<file path="src/rtl/uop_seq_pkg.sv">
package uop_seq_pkg;

  typedef enum logic [1:0] {
    CYC_FETCH = 2'd0,
    CYC_INDIR = 2'd1,
    CYC_EXEC  = 2'd2
  } cyc_e;

  typedef enum logic [2:0] {
    ST_F1, ST_F2, ST_F3,
    ST_I1, ST_I2, ST_I3,
    ST_E1
  } state_e;

endpackage

</file>
<file path="src/rtl/uop_seq_fsm.sv">
module uop_seq_fsm
  import uop_seq_pkg::*;
(
  input  logic       clk,
  input  logic       rst,
  input  logic       mbr_flag,
  output logic       ld_mar,
  output logic       mar_from_ir,
  output logic       ld_mbr,
  output logic       pc_inc,
  output logic       ld_ir,
  output logic       ld_ir_addr,
  output logic [1:0] cyc,
  output logic [1:0] step
);

  state_e state_q, state_d;

  always_comb begin
    state_d = state_q;
    case (state_q)
      ST_F1: state_d = ST_F2;
      ST_F2: state_d = ST_F3;
      ST_F3: state_d = mbr_flag ? ST_I1 : ST_E1;
      ST_I1: state_d = ST_I2;
      ST_I2: state_d = ST_I3;
      ST_I3: state_d = ST_E1;
      default: state_d = ST_F1;
    endcase
  end

  always_ff @(posedge clk) begin
    if (rst) state_q <= ST_F1;
    else     state_q <= state_d;
  end

  // Transfer strobes, one named wire per micro-operation
  assign ld_mar      = (state_q == ST_F1) || (state_q == ST_I1);
  assign mar_from_ir = (state_q == ST_I1);
  assign ld_mbr      = (state_q == ST_F2) || (state_q == ST_I2);
  assign pc_inc      = (state_q == ST_F2);
  assign ld_ir       = (state_q == ST_F3);
  assign ld_ir_addr  = (state_q == ST_I3);

  always_comb begin
    case (state_q)
      ST_F1: begin cyc = CYC_FETCH; step = 2'd1; end
      ST_F2: begin cyc = CYC_FETCH; step = 2'd2; end
      ST_F3: begin cyc = CYC_FETCH; step = 2'd3; end
      ST_I1: begin cyc = CYC_INDIR; step = 2'd1; end
      ST_I2: begin cyc = CYC_INDIR; step = 2'd2; end
      ST_I3: begin cyc = CYC_INDIR; step = 2'd3; end
      default: begin cyc = CYC_EXEC; step = 2'd1; end
    endcase
  end

endmodule

</file>
<file path="src/rtl/uop_seq_datapath.sv">
module uop_seq_datapath #(
  parameter int DATA_W = 16,
  parameter int ADDR_W = 11
) (
  input  logic              clk,
  input  logic              rst,
  input  logic              ld_mar,
  input  logic              mar_from_ir,
  input  logic              ld_mbr,
  input  logic              pc_inc,
  input  logic              ld_ir,
  input  logic              ld_ir_addr,
  input  logic [DATA_W-1:0] mem_rdata,
  output logic [ADDR_W-1:0] mar,
  output logic [ADDR_W-1:0] pc,
  output logic [DATA_W-1:0] ir,
  output logic              mbr_flag
);

  localparam int FLAG_BIT = ADDR_W;

  logic [DATA_W-1:0] mbr;

  function automatic logic [ADDR_W-1:0] pc_next(input logic [ADDR_W-1:0] p);
    return p + {{(ADDR_W-1){1'b0}}, 1'b1};
  endfunction

  function automatic logic [DATA_W-1:0] ir_resolve(input logic [DATA_W-1:0] cur,
                                                   input logic [DATA_W-1:0] buf_w);
    logic [DATA_W-1:0] r;
    r = cur;
    r[FLAG_BIT]     = 1'b0;
    r[ADDR_W-1:0]   = buf_w[ADDR_W-1:0];
    return r;
  endfunction

  always_ff @(posedge clk) begin
    if (rst) begin
      mar <= '0;
      mbr <= '0;
      pc  <= '0;
      ir  <= '0;
    end else begin
      if (ld_mar) mar <= mar_from_ir ? ir[ADDR_W-1:0] : pc;
      if (ld_mbr) mbr <= mem_rdata;
      if (pc_inc) pc  <= pc_next(pc);
      if (ld_ir)  ir  <= mbr;
      else if (ld_ir_addr) ir <= ir_resolve(ir, mbr);
    end
  end

  assign mbr_flag = mbr[FLAG_BIT];

endmodule

</file>
<file path="src/rtl/uop_sequencer.sv">
module uop_sequencer #(
  parameter int DATA_W = 16,
  parameter int ADDR_W = 11
) (
  input  logic              clk,
  input  logic              rst,
  output logic [ADDR_W-1:0] mem_addr,
  output logic              mem_rd,
  input  logic [DATA_W-1:0] mem_rdata,
  output logic [1:0]        cyc_o,
  output logic [1:0]        step_o,
  output logic [DATA_W-1:0] ir_o,
  output logic [ADDR_W-1:0] pc_o
);

  logic ld_mar, mar_from_ir, ld_mbr, pc_inc, ld_ir, ld_ir_addr, mbr_flag;

  uop_seq_fsm u_fsm (
    .clk        (clk),
    .rst        (rst),
    .mbr_flag   (mbr_flag),
    .ld_mar     (ld_mar),
    .mar_from_ir(mar_from_ir),
    .ld_mbr     (ld_mbr),
    .pc_inc     (pc_inc),
    .ld_ir      (ld_ir),
    .ld_ir_addr (ld_ir_addr),
    .cyc        (cyc_o),
    .step       (step_o)
  );

  uop_seq_datapath #(.DATA_W(DATA_W), .ADDR_W(ADDR_W)) u_dp (
    .clk        (clk),
    .rst        (rst),
    .ld_mar     (ld_mar),
    .mar_from_ir(mar_from_ir),
    .ld_mbr     (ld_mbr),
    .pc_inc     (pc_inc),
    .ld_ir      (ld_ir),
    .ld_ir_addr (ld_ir_addr),
    .mem_rdata  (mem_rdata),
    .mar        (mem_addr),
    .pc         (pc_o),
    .ir         (ir_o),
    .mbr_flag   (mbr_flag)
  );

  assign mem_rd = ld_mbr;

endmodule

</file>
<file path="config.mk">
export PLATFORM = sky130hd
export DESIGN_NAME = uop_sequencer
export DESIGN_NICKNAME = d
export VERILOG_FILES = /design/src/rtl/uop_seq_pkg.sv /design/src/rtl/uop_seq_fsm.sv /design/src/rtl/uop_seq_datapath.sv /design/src/rtl/uop_sequencer.sv
export SDC_FILE = /design/constraint.sdc
export NUM_CORES = 1
export LEC_CHECK = 0
export BUFFER_PORTS_ARGS = -buffer_cell sky130_fd_sc_hd__clkbuf_2
export CORE_MARGIN = 1
export CORE_UTILIZATION = 40
export CTS_BUF_LIST = sky130_fd_sc_hd__clkbuf_16
export DETAILED_ROUTE_END_ITERATION = 6
export HOLD_SLACK_MARGIN = 0.1
export PLACE_DENSITY = 0.69
export SETUP_SLACK_MARGIN = 0.5
export SYNTH_ARGS = -nofsm -noshare
export SYNTH_HDL_FRONTEND = slang
export SYNTH_SLANG_ARGS = --single-unit
</file>
<file path="constraint.sdc">
create_clock -name clk -period 3.38 [get_ports clk]
set_input_delay 0.169 -clock clk [delete_from_list [all_inputs] [get_ports clk]]
set_output_delay 0.169 -clock clk [all_outputs]
set_load 0.005 [all_outputs]
</file>
### After elaboration in Yosys (flattened, before gate mapping)

Index checks and enable logic that the tools add are counted.

* bits of input ports: 18
* register bits: 57

* equality and inequality tests: 5
* muxes and demuxes: 7
* reduce and logical (&&, ||, !) cells: 8
* $add $sub $neg: 1

Operators by type and width (count)
* $pmux 3 s6: 1
* $mux 16: 1
* $mux 12: 1
* $add 11x1->11 const B: 1
* $mux 11: 1
* $pmux 2 s2: 2
* $eq 3x2->1 const B: 2
* $eq 3x3->1 const B: 2
* $reduce_or 3->1: 2
* $reduce_or 2->1: 2
* $eq 3x1->1 const B: 1
* $logic_not 3->1: 1
* $mux 3: 1
* $logic_or 1x1->1: 2
* $reduce_bool 2->1: 1

### Logic depth before layout (Yosys ltp)

Gate-level depths: netlist of the first run.

* depth after elaboration: 3
* depth in mapped cells: 6

### Hierarchy

Synthesis of the first run repeated with hierarchy kept, for this count alone.

* cell total of the unflattened synthesis: 252
* area, all modules: 2324.7 um^2

Modules (own cells, without submodules)
* uop_seq_datapath: times used 1, cells each 222, area an instance 2097.0 um^2
* uop_seq_fsm: times used 1, cells each 30, area an instance 227.7 um^2

### Worst setup path before layout of the first run

Ideal clock, no wire load.

* path type: reg-to-reg
* start point: reg u_fsm.state_q[2]
* end point: reg u_dp.pc[10]
* data required time: 3259 ps
* arrival time: 1284 ps
* setup slack: 1975 ps
* period minus slack after synthesis: 1405 ps
* cell stages (with the launch flop): 5
* library setup time: 121 ps
* cell sequence: dfxtp_1 buf_6 nand4bb_4 nor4_1 mux2_2

* longest elaborated chain between the ends: 1

RTL lines
* start, declared: line uop_seq_fsm.sv:17 `state_e state_q, state_d;`
* start signal, assigned: line uop_seq_fsm.sv:34 `else state_q <= state_d;`
* $eq 3x1->1: line uop_seq_fsm.sv:41 `assign pc_inc = (state_q == ST_F2);`
* end signal, assigned: line uop_seq_datapath.sv:46 `if (pc_inc) pc <= pc_next(pc);`
* end, declared: line uop_seq_datapath.sv:15 `output logic [ADDR_W-1:0] pc,`

No other way between the ends.
A chain may end at the register's enable or synchronous reset.

### Worst setup path in the final report of the first run

* start point: reg u_fsm.state_q[1]
* end point: out step_o[1]

* longest elaborated chain between the ends: 3

RTL lines
* $eq 3x2->1, or another cell as far along: line uop_seq_fsm.sv:46 `case (state_q)`
* $reduce_or 2->1 (no source line)
* $pmux 2 s2 *: line uop_seq_fsm.sv:46
* end, declared: line uop_sequencer.sv:11 `output logic [1:0] step_o,`

Every way passes the cells marked *; elsewhere a longest branch is shown, timed or not.

==> metrics.txt, run 1 <==
Max Slew Vio Count=0; max incr delay on CP=0.86 ns; Die X=80.9 um; placed instance area=2750 um^2; worst setup margin=1.01 ns; Final Cell Area=3220 um^2; Post-Layout Cell Count=433; Cells after Synth=294; leakage=1.22 nW; Mapped Area=2490 um^2; crit path DAT=2.20 ns; I/O Buffers=60; HP Class=reg2reg; final WL=5860 um; DIE AREA=6550 um^2; chip height=80.9 um; family with the most delay on the worst path=simple AND/OR/NAND/NOR gates; normalized max-slew margin=0.238; Fin. Hold Viols=0; Final Power=2.05 mW; register area share after synthesis=0.458; storage element area=1140 um^2; slowest CP cell=dfxtp_1; most common cell after layout, fill and taps aside=clkbuf_2; vias in the first global route=2062; CTS tree=done; dpl hpwl=3780 um; Routed Antenna Nets=0; global-route wire length before repair=9740 um; Hold Worst Slack=0.448 ns; crit path cell chain=or3b_1 > nand3_1 > clkbuf_2; Yosys reg bits=57; Unique masters post-synth=37; PD cells=638 nW/um^2; TritonCTS Buffers=9; # Max-Cap Violations=0; Worst Max-Slew Pin Slew=1.14 ns; core area=5960 um^2; H-Tree Depth=3; GRT overflow=0; Setup WS pre-CTS=1.12 ns; Setup TNS=0 ns; final setup violation count=0; syn avg cell area=8.48 um^2; post-CTS resize count=0; GPL Wtd Cong=0.741; Rows=28; fin crit period=2.37 ns; post-CTS setup buffers=0; # diodes=0; critical path endpoint category=output pin; worst IR drop on VDD=0.403 mV; Final Cycle Share=0.702; Crit path required time=3.21 ns; RSZ-0062 raised after global routing=no; clk_lat worst skew=0.32 ns; DRC viols=0; run status=completed; Post-Syn Nets=313; vias per cell=5.36; total number of vias=2319; dpl cells=401; f_max=422 MHz; largest net degree at the start of global routing=59; final layout net count=372; Worst Path Class, Setup=reg2out; CTS clk-pin slew, worst paths=0.05 ns; initial antenna violation count=0; Post-Route Skew=0.00529 ns; Yosys Warn Count=0; Syn-to-layout area delta=29.1%; layout cells sized above 1=0.223; crit path buf inv count=1; DR pass1 iterations=4; # IOs=61; Layout fillers=585; Root Driver=clkbuf_16; gr usage total=0.196; Hold-fix buffers, CTS=16; most frequent cells in the layout=clkbuf_2, dfxtp_1, a21oi_1, nand3_1, o21ai_0; clock sink total=57; Crit Path Max Fanout=29; wire length per cell=13.5 um; startpoint types=flop; final core utilization=0.540; initial drt markers=112; Initial Util=0.418; clock buffer depth=2; multi-input logic area=1150 um^2
-- per-layer routing --
layer	vias to the layer above	track usage	share of wire
li1	1173	-	-
met1	1044	0.250	0.47
met2	88	0.297	0.44
met3	14	0.0730	0.067
met4	0	0.0786	0.020
met5	-	0	0
-- state kept, by name, indices dropped and copies added (netlist names) --
signal and count:
u_dp.mbr 16, u_fsm.state_q 3, u_dp.ir 16, u_dp.mar 11, u_dp.pc 11
-- worst register-to-register path: cells and delay by family (launching register included) --
kind / cells / cell delay (ns)
DFF: 1 / 0.86
xor gates and xnor gates: 1 / 0.67
and+or+nand+nor: 1 / 0.41
AOI/OAI and AO/OA: 1 / 0.16
-- final cells by class --
cell class / count / share of cell area
multi-input cells: 192 / 0.356
flip-flops and latches: 57 / 0.355
repair buffers: 76 / 0.143
clock buffers: 9 / 0.0700
well taps: 75 / 0.0292
clock inverters: 7 / 0.0272
inverters: 17 / 0.0198
-- synthesized netlist by cell type --
cell       number  area (um^2)
a2111oi_0       1         8.76
a211oi_1       11         82.6
a21oi_1        42          210
a221oi_1       10         87.6
and3b_1         2         17.5
and4b_1         1         10.0
and4bb_2        1         12.5
buf_1           1         3.75
buf_2          11         55.1
buf_4           4         30.0
buf_6           1         11.3
clkbuf_1       11         41.3
dfxtp_1        57         1140
ha_1            1         12.5
inv_1          17         63.8
mux2_2          1         11.3
mux2i_1         1         10.0
nand2_1        25         93.8
nand3_1        31          155
nand3b_1        2         15.0
nand4_1         2         12.5
nand4bb_4       1         27.5
nor2_1          6         22.5
nor2b_1         1         6.26
nor3_1          1         5.00
nor3b_2         2         25.0
nor4_1          1         6.26
o211ai_1        1         7.51
o21ai_0        30          150
o31ai_1         4         30.0
or2_1           1         6.26
or3_1           3         18.8
or3b_1          1         8.76
or4_1           4         30.0
xnor2_1         3         26.3
xor2_1          1         8.76
xor2_4          1         27.5
-- where the power goes --
group / switching [mW] / internal, mW
clock network: 0.304 / 0.637
registers: 0.0666 / 0.739
logic: 0.171 / 0.137
-- final timing paths --
check,from,end,slack [ns],cells past startpoint
worst max register to register,u_fsm.state_q[1]$_SDFF_PP0_,u_dp.mar[7]$_SDFFE_PP0P_,1.09,3
worst min register to register,u_dp.mbr[12]$_SDFFE_PP0P_,u_dp.ir[12]$_SDFFE_PP0N_,0.45,2
worst min-delay path,u_dp.mbr[12]$_SDFFE_PP0P_,u_dp.ir[12]$_SDFFE_PP0N_,0.45,2
worst max-delay path,u_fsm.state_q[1]$_SDFF_PP0_,step_o[1],1.01,3
-- cells by family after synthesis --
logic type      synth area share
buf+inv                   0.0823
mux                      0.00853
simple gates               0.190
xor+xnor                  0.0251
compound gates             0.231
fa+ha+maj                0.00502
flops                      0.458
Power figures use the tool's default switching activity.
==> inputs of run 2 (changes only) <==
==> constraint.sdc (replaced) <==
create_clock -name clk -period 2.24 [get_ports clk]
set_input_delay 0.112 -clock clk [delete_from_list [all_inputs] [get_ports clk]]
set_output_delay 0.112 -clock clk [all_outputs]
set_load 0.005 [all_outputs]
==> run 2 against run 1 <==
Compared with the run above:
- cell count rose by 2.3%
- sequential share of layout area fell by 0.79 points
- final area rose by 3.1%
- non-clock buffer count rose by 10
- highest routed layer unchanged
==> metrics.txt, run 2 (same netlist as run 1, synthesis figures left out) <==
run status=completed (unchanged); GRT overflow=0 (unchanged); Final Power=3.17 mW (was 2.05 mW); chip height=80.9 um (unchanged); slowest CP cell=or3b_4 (was dfxtp_1); most common cell after layout, fill and taps aside=clkbuf_2 (unchanged); max incr delay on CP=0.52 ns (was 0.86 ns); Setup TNS=0 ns (unchanged); I/O Buffers=60 (unchanged); final core utilization=0.557 (was 0.540); flop2flop setup slack=0.66 ns (was 1.09 ns); clock sink total=57 (unchanged); Max Slew Vio Count=0 (unchanged); layout cells sized above 1=0.261 (was 0.223); vias per cell=5.38 (was 5.36); Reg2Reg Depth=3 (unchanged); Rows=28 (unchanged); critical path endpoint category=output pin (unchanged); worst IR drop on VDD=0.573 mV (was 0.403 mV); Routed Antenna Nets=0 (unchanged); RSZ-0062 raised after global routing=no (unchanged); Crit path depth=3 (unchanged); CTS clk-pin slew, worst paths=0.05 ns (about the same); clock buffer depth=2 (unchanged); Crit path required time=2.13 ns (was 3.21 ns); Hold Worst Slack=0.419 ns (was 0.448 ns); total number of vias=2382 (was 2319); vias in the first global route=2117 (was 2062); core area=5960 um^2 (unchanged); normalized max-slew margin=0.536 (was 0.238); fin crit period=1.66 ns; HP Class=in2reg (was reg2reg); # diodes=0 (unchanged); FF-to-FF Start=u_fsm.state_q[2]$_SDFF_PP0_ (was u_fsm.state_q[1]$_SDFF_PP0_); gr usage total=0.200 (was 0.196); initial antenna violation count=0 (unchanged); family with the most delay on the worst path=simple AND/OR/NAND/NOR gates (unchanged); Fin. Hold Viols=0 (unchanged); TritonCTS Buffers=9 (unchanged); largest net degree at the start of global routing=35 (was 59); WHS Path Cells=2 (unchanged); Hold Startpoint=rst (was u_dp.mbr[12]$_SDFFE_PP0P_); crit path DAT=1.55 ns (was 2.20 ns); Syn-to-layout area delta=33.1% (was 29.1%); final setup violation count=0 (unchanged); Setup WS pre-CTS=0.347 ns (was 1.12 ns); crit path cell chain=or3b_4 > nand3_1 > clkbuf_2 (was or3b_1 > nand3_1 > clkbuf_2); Worst R2R End=u_dp.pc[10]$_SDFFE_PP0P_ (was u_dp.mar[7]$_SDFFE_PP0P_); Post-Layout Cell Count=443 (was 433); H-Tree Depth=3 (unchanged); crit path buf inv count=1 (unchanged); global-route wire length before repair=9950 um (was 9740 um); dpl hpwl=4140 um (was 3780 um); final WL=6110 um (was 5860 um); PD cells=957 nW/um^2 (was 638 nW/um^2); worst setup margin=0.582 ns (was 1.01 ns); storage element area=1150 um^2 (was 1140 um^2); startpoint types=flop (unchanged); Die X=80.9 um (unchanged); Final Cell Area=3320 um^2 (was 3220 um^2); Worst Path Class, Setup=reg2out (unchanged); GPL Wtd Cong=0.735 (was 0.741); DIE AREA=6550 um^2 (unchanged); Largest regs=u_dp.ir: 16 flops, u_dp.mbr: 16 flops (unchanged); Worst Max-Slew Pin Slew=0.695 ns (was 1.14 ns); Post-Route Skew=0.00552 ns (was 0.00529 ns); f_max=603 MHz; WHS Endpoint=u_fsm.state_q[1]$_SDFF_PP0_ (was u_dp.ir[12]$_SDFFE_PP0N_); CTS tree=done (unchanged); Layout fillers=576 (was 585); Final Cycle Share=0.740; leakage=1.28 nW (was 1.22 nW); multi-input logic area=1150 um^2 (about the same); dpl cells=411 (was 401); Crit Path Max Fanout=22 (was 29); Initial Util=0.418 (unchanged); # Max-Cap Violations=0 (unchanged); most frequent cells in the layout=clkbuf_2, dfxtp_1, a21oi_1, nand3_1, o21ai_0 (unchanged); DRC viols=0 (unchanged); placed instance area=2820 um^2 (was 2750 um^2); Root Driver=clkbuf_16 (unchanged); # IOs=61 (unchanged); final layout net count=382 (was 372); DR pass1 iterations=4 (unchanged); clk_lat worst skew=0.33 ns (was 0.32 ns); wire length per cell=13.8 um (was 13.5 um); initial drt markers=157 (was 112)
run 2: cell count changes in the layout (fill, tap and decap cells not counted), moves of 2 or more:
cell     change
buf_4       +10
dfxtp_1      -3
dfxtp_4      +2
inv_1        -2
run 2: worst register-to-register path, stage by stage, from the launching register on:
cell and delay, ns:
dfxtp_2 0.41, nand4bb_4 0.38, nor4_2 0.33, mux2_2 0.36
run 2: worst max path at each step:
stage                           startpoint                        to  slack (ns)
2_1_floorplan  u_fsm.state_q[2]$_SDFF_PP0_  u_dp.pc[10]$_SDFFE_PP0P_        0.84
3_3_place_gp   u_fsm.state_q[0]$_SDFF_PP0_  u_dp.pc[10]$_SDFFE_PP0P_        0.37
3_5_place_dp   u_fsm.state_q[0]$_SDFF_PP0_  u_dp.pc[10]$_SDFFE_PP0P_        0.35
4_1_cts        u_fsm.state_q[1]$_SDFF_PP0_                 step_o[1]        0.47
5_1_grt        u_fsm.state_q[2]$_SDFF_PP0_                 step_o[1]        0.51
6_report       u_fsm.state_q[1]$_SDFF_PP0_                 step_o[1]        0.58
run 2: where the power goes:
part | switching, mW | internal, mW | leakage [nW]
clock | 0.478 | 0.971 | 0.153
combinational | 0.277 | 0.240 | 0.656
sequential | 0.0927 | 1.12 | 0.466
total | 0.848 | 2.33 | 1.28
run 2: per-layer routing:
metal	GRT usage	part of all wire	wire [um]	vias up
met5	0	0	0	-
met2	0.308	0.45	2780	92
met4	0.0732	0.018	107	0
met3	0.0708	0.067	412	17
met1	0.257	0.46	2810	1084
li1	-	-	-	1189
run 2: timing repair:
action,CTS,global route
buffers inserted,0,0
hold buffers,16,0
gates resized for setup,4,3
endpoints found under the hold margin,16,0
endpoints found under the setup margin,36,6
run 2: cell type report:
class,instances,share of cell area
Clock inverter,7,0.0283
Multi-Input combinational cell,192,0.348
Tap cell,75,0.0283
Sequential cell,57,0.347
Clock buffer,9,0.0679
Inverter,17,0.0192
Timing Repair Buffer,86,0.161
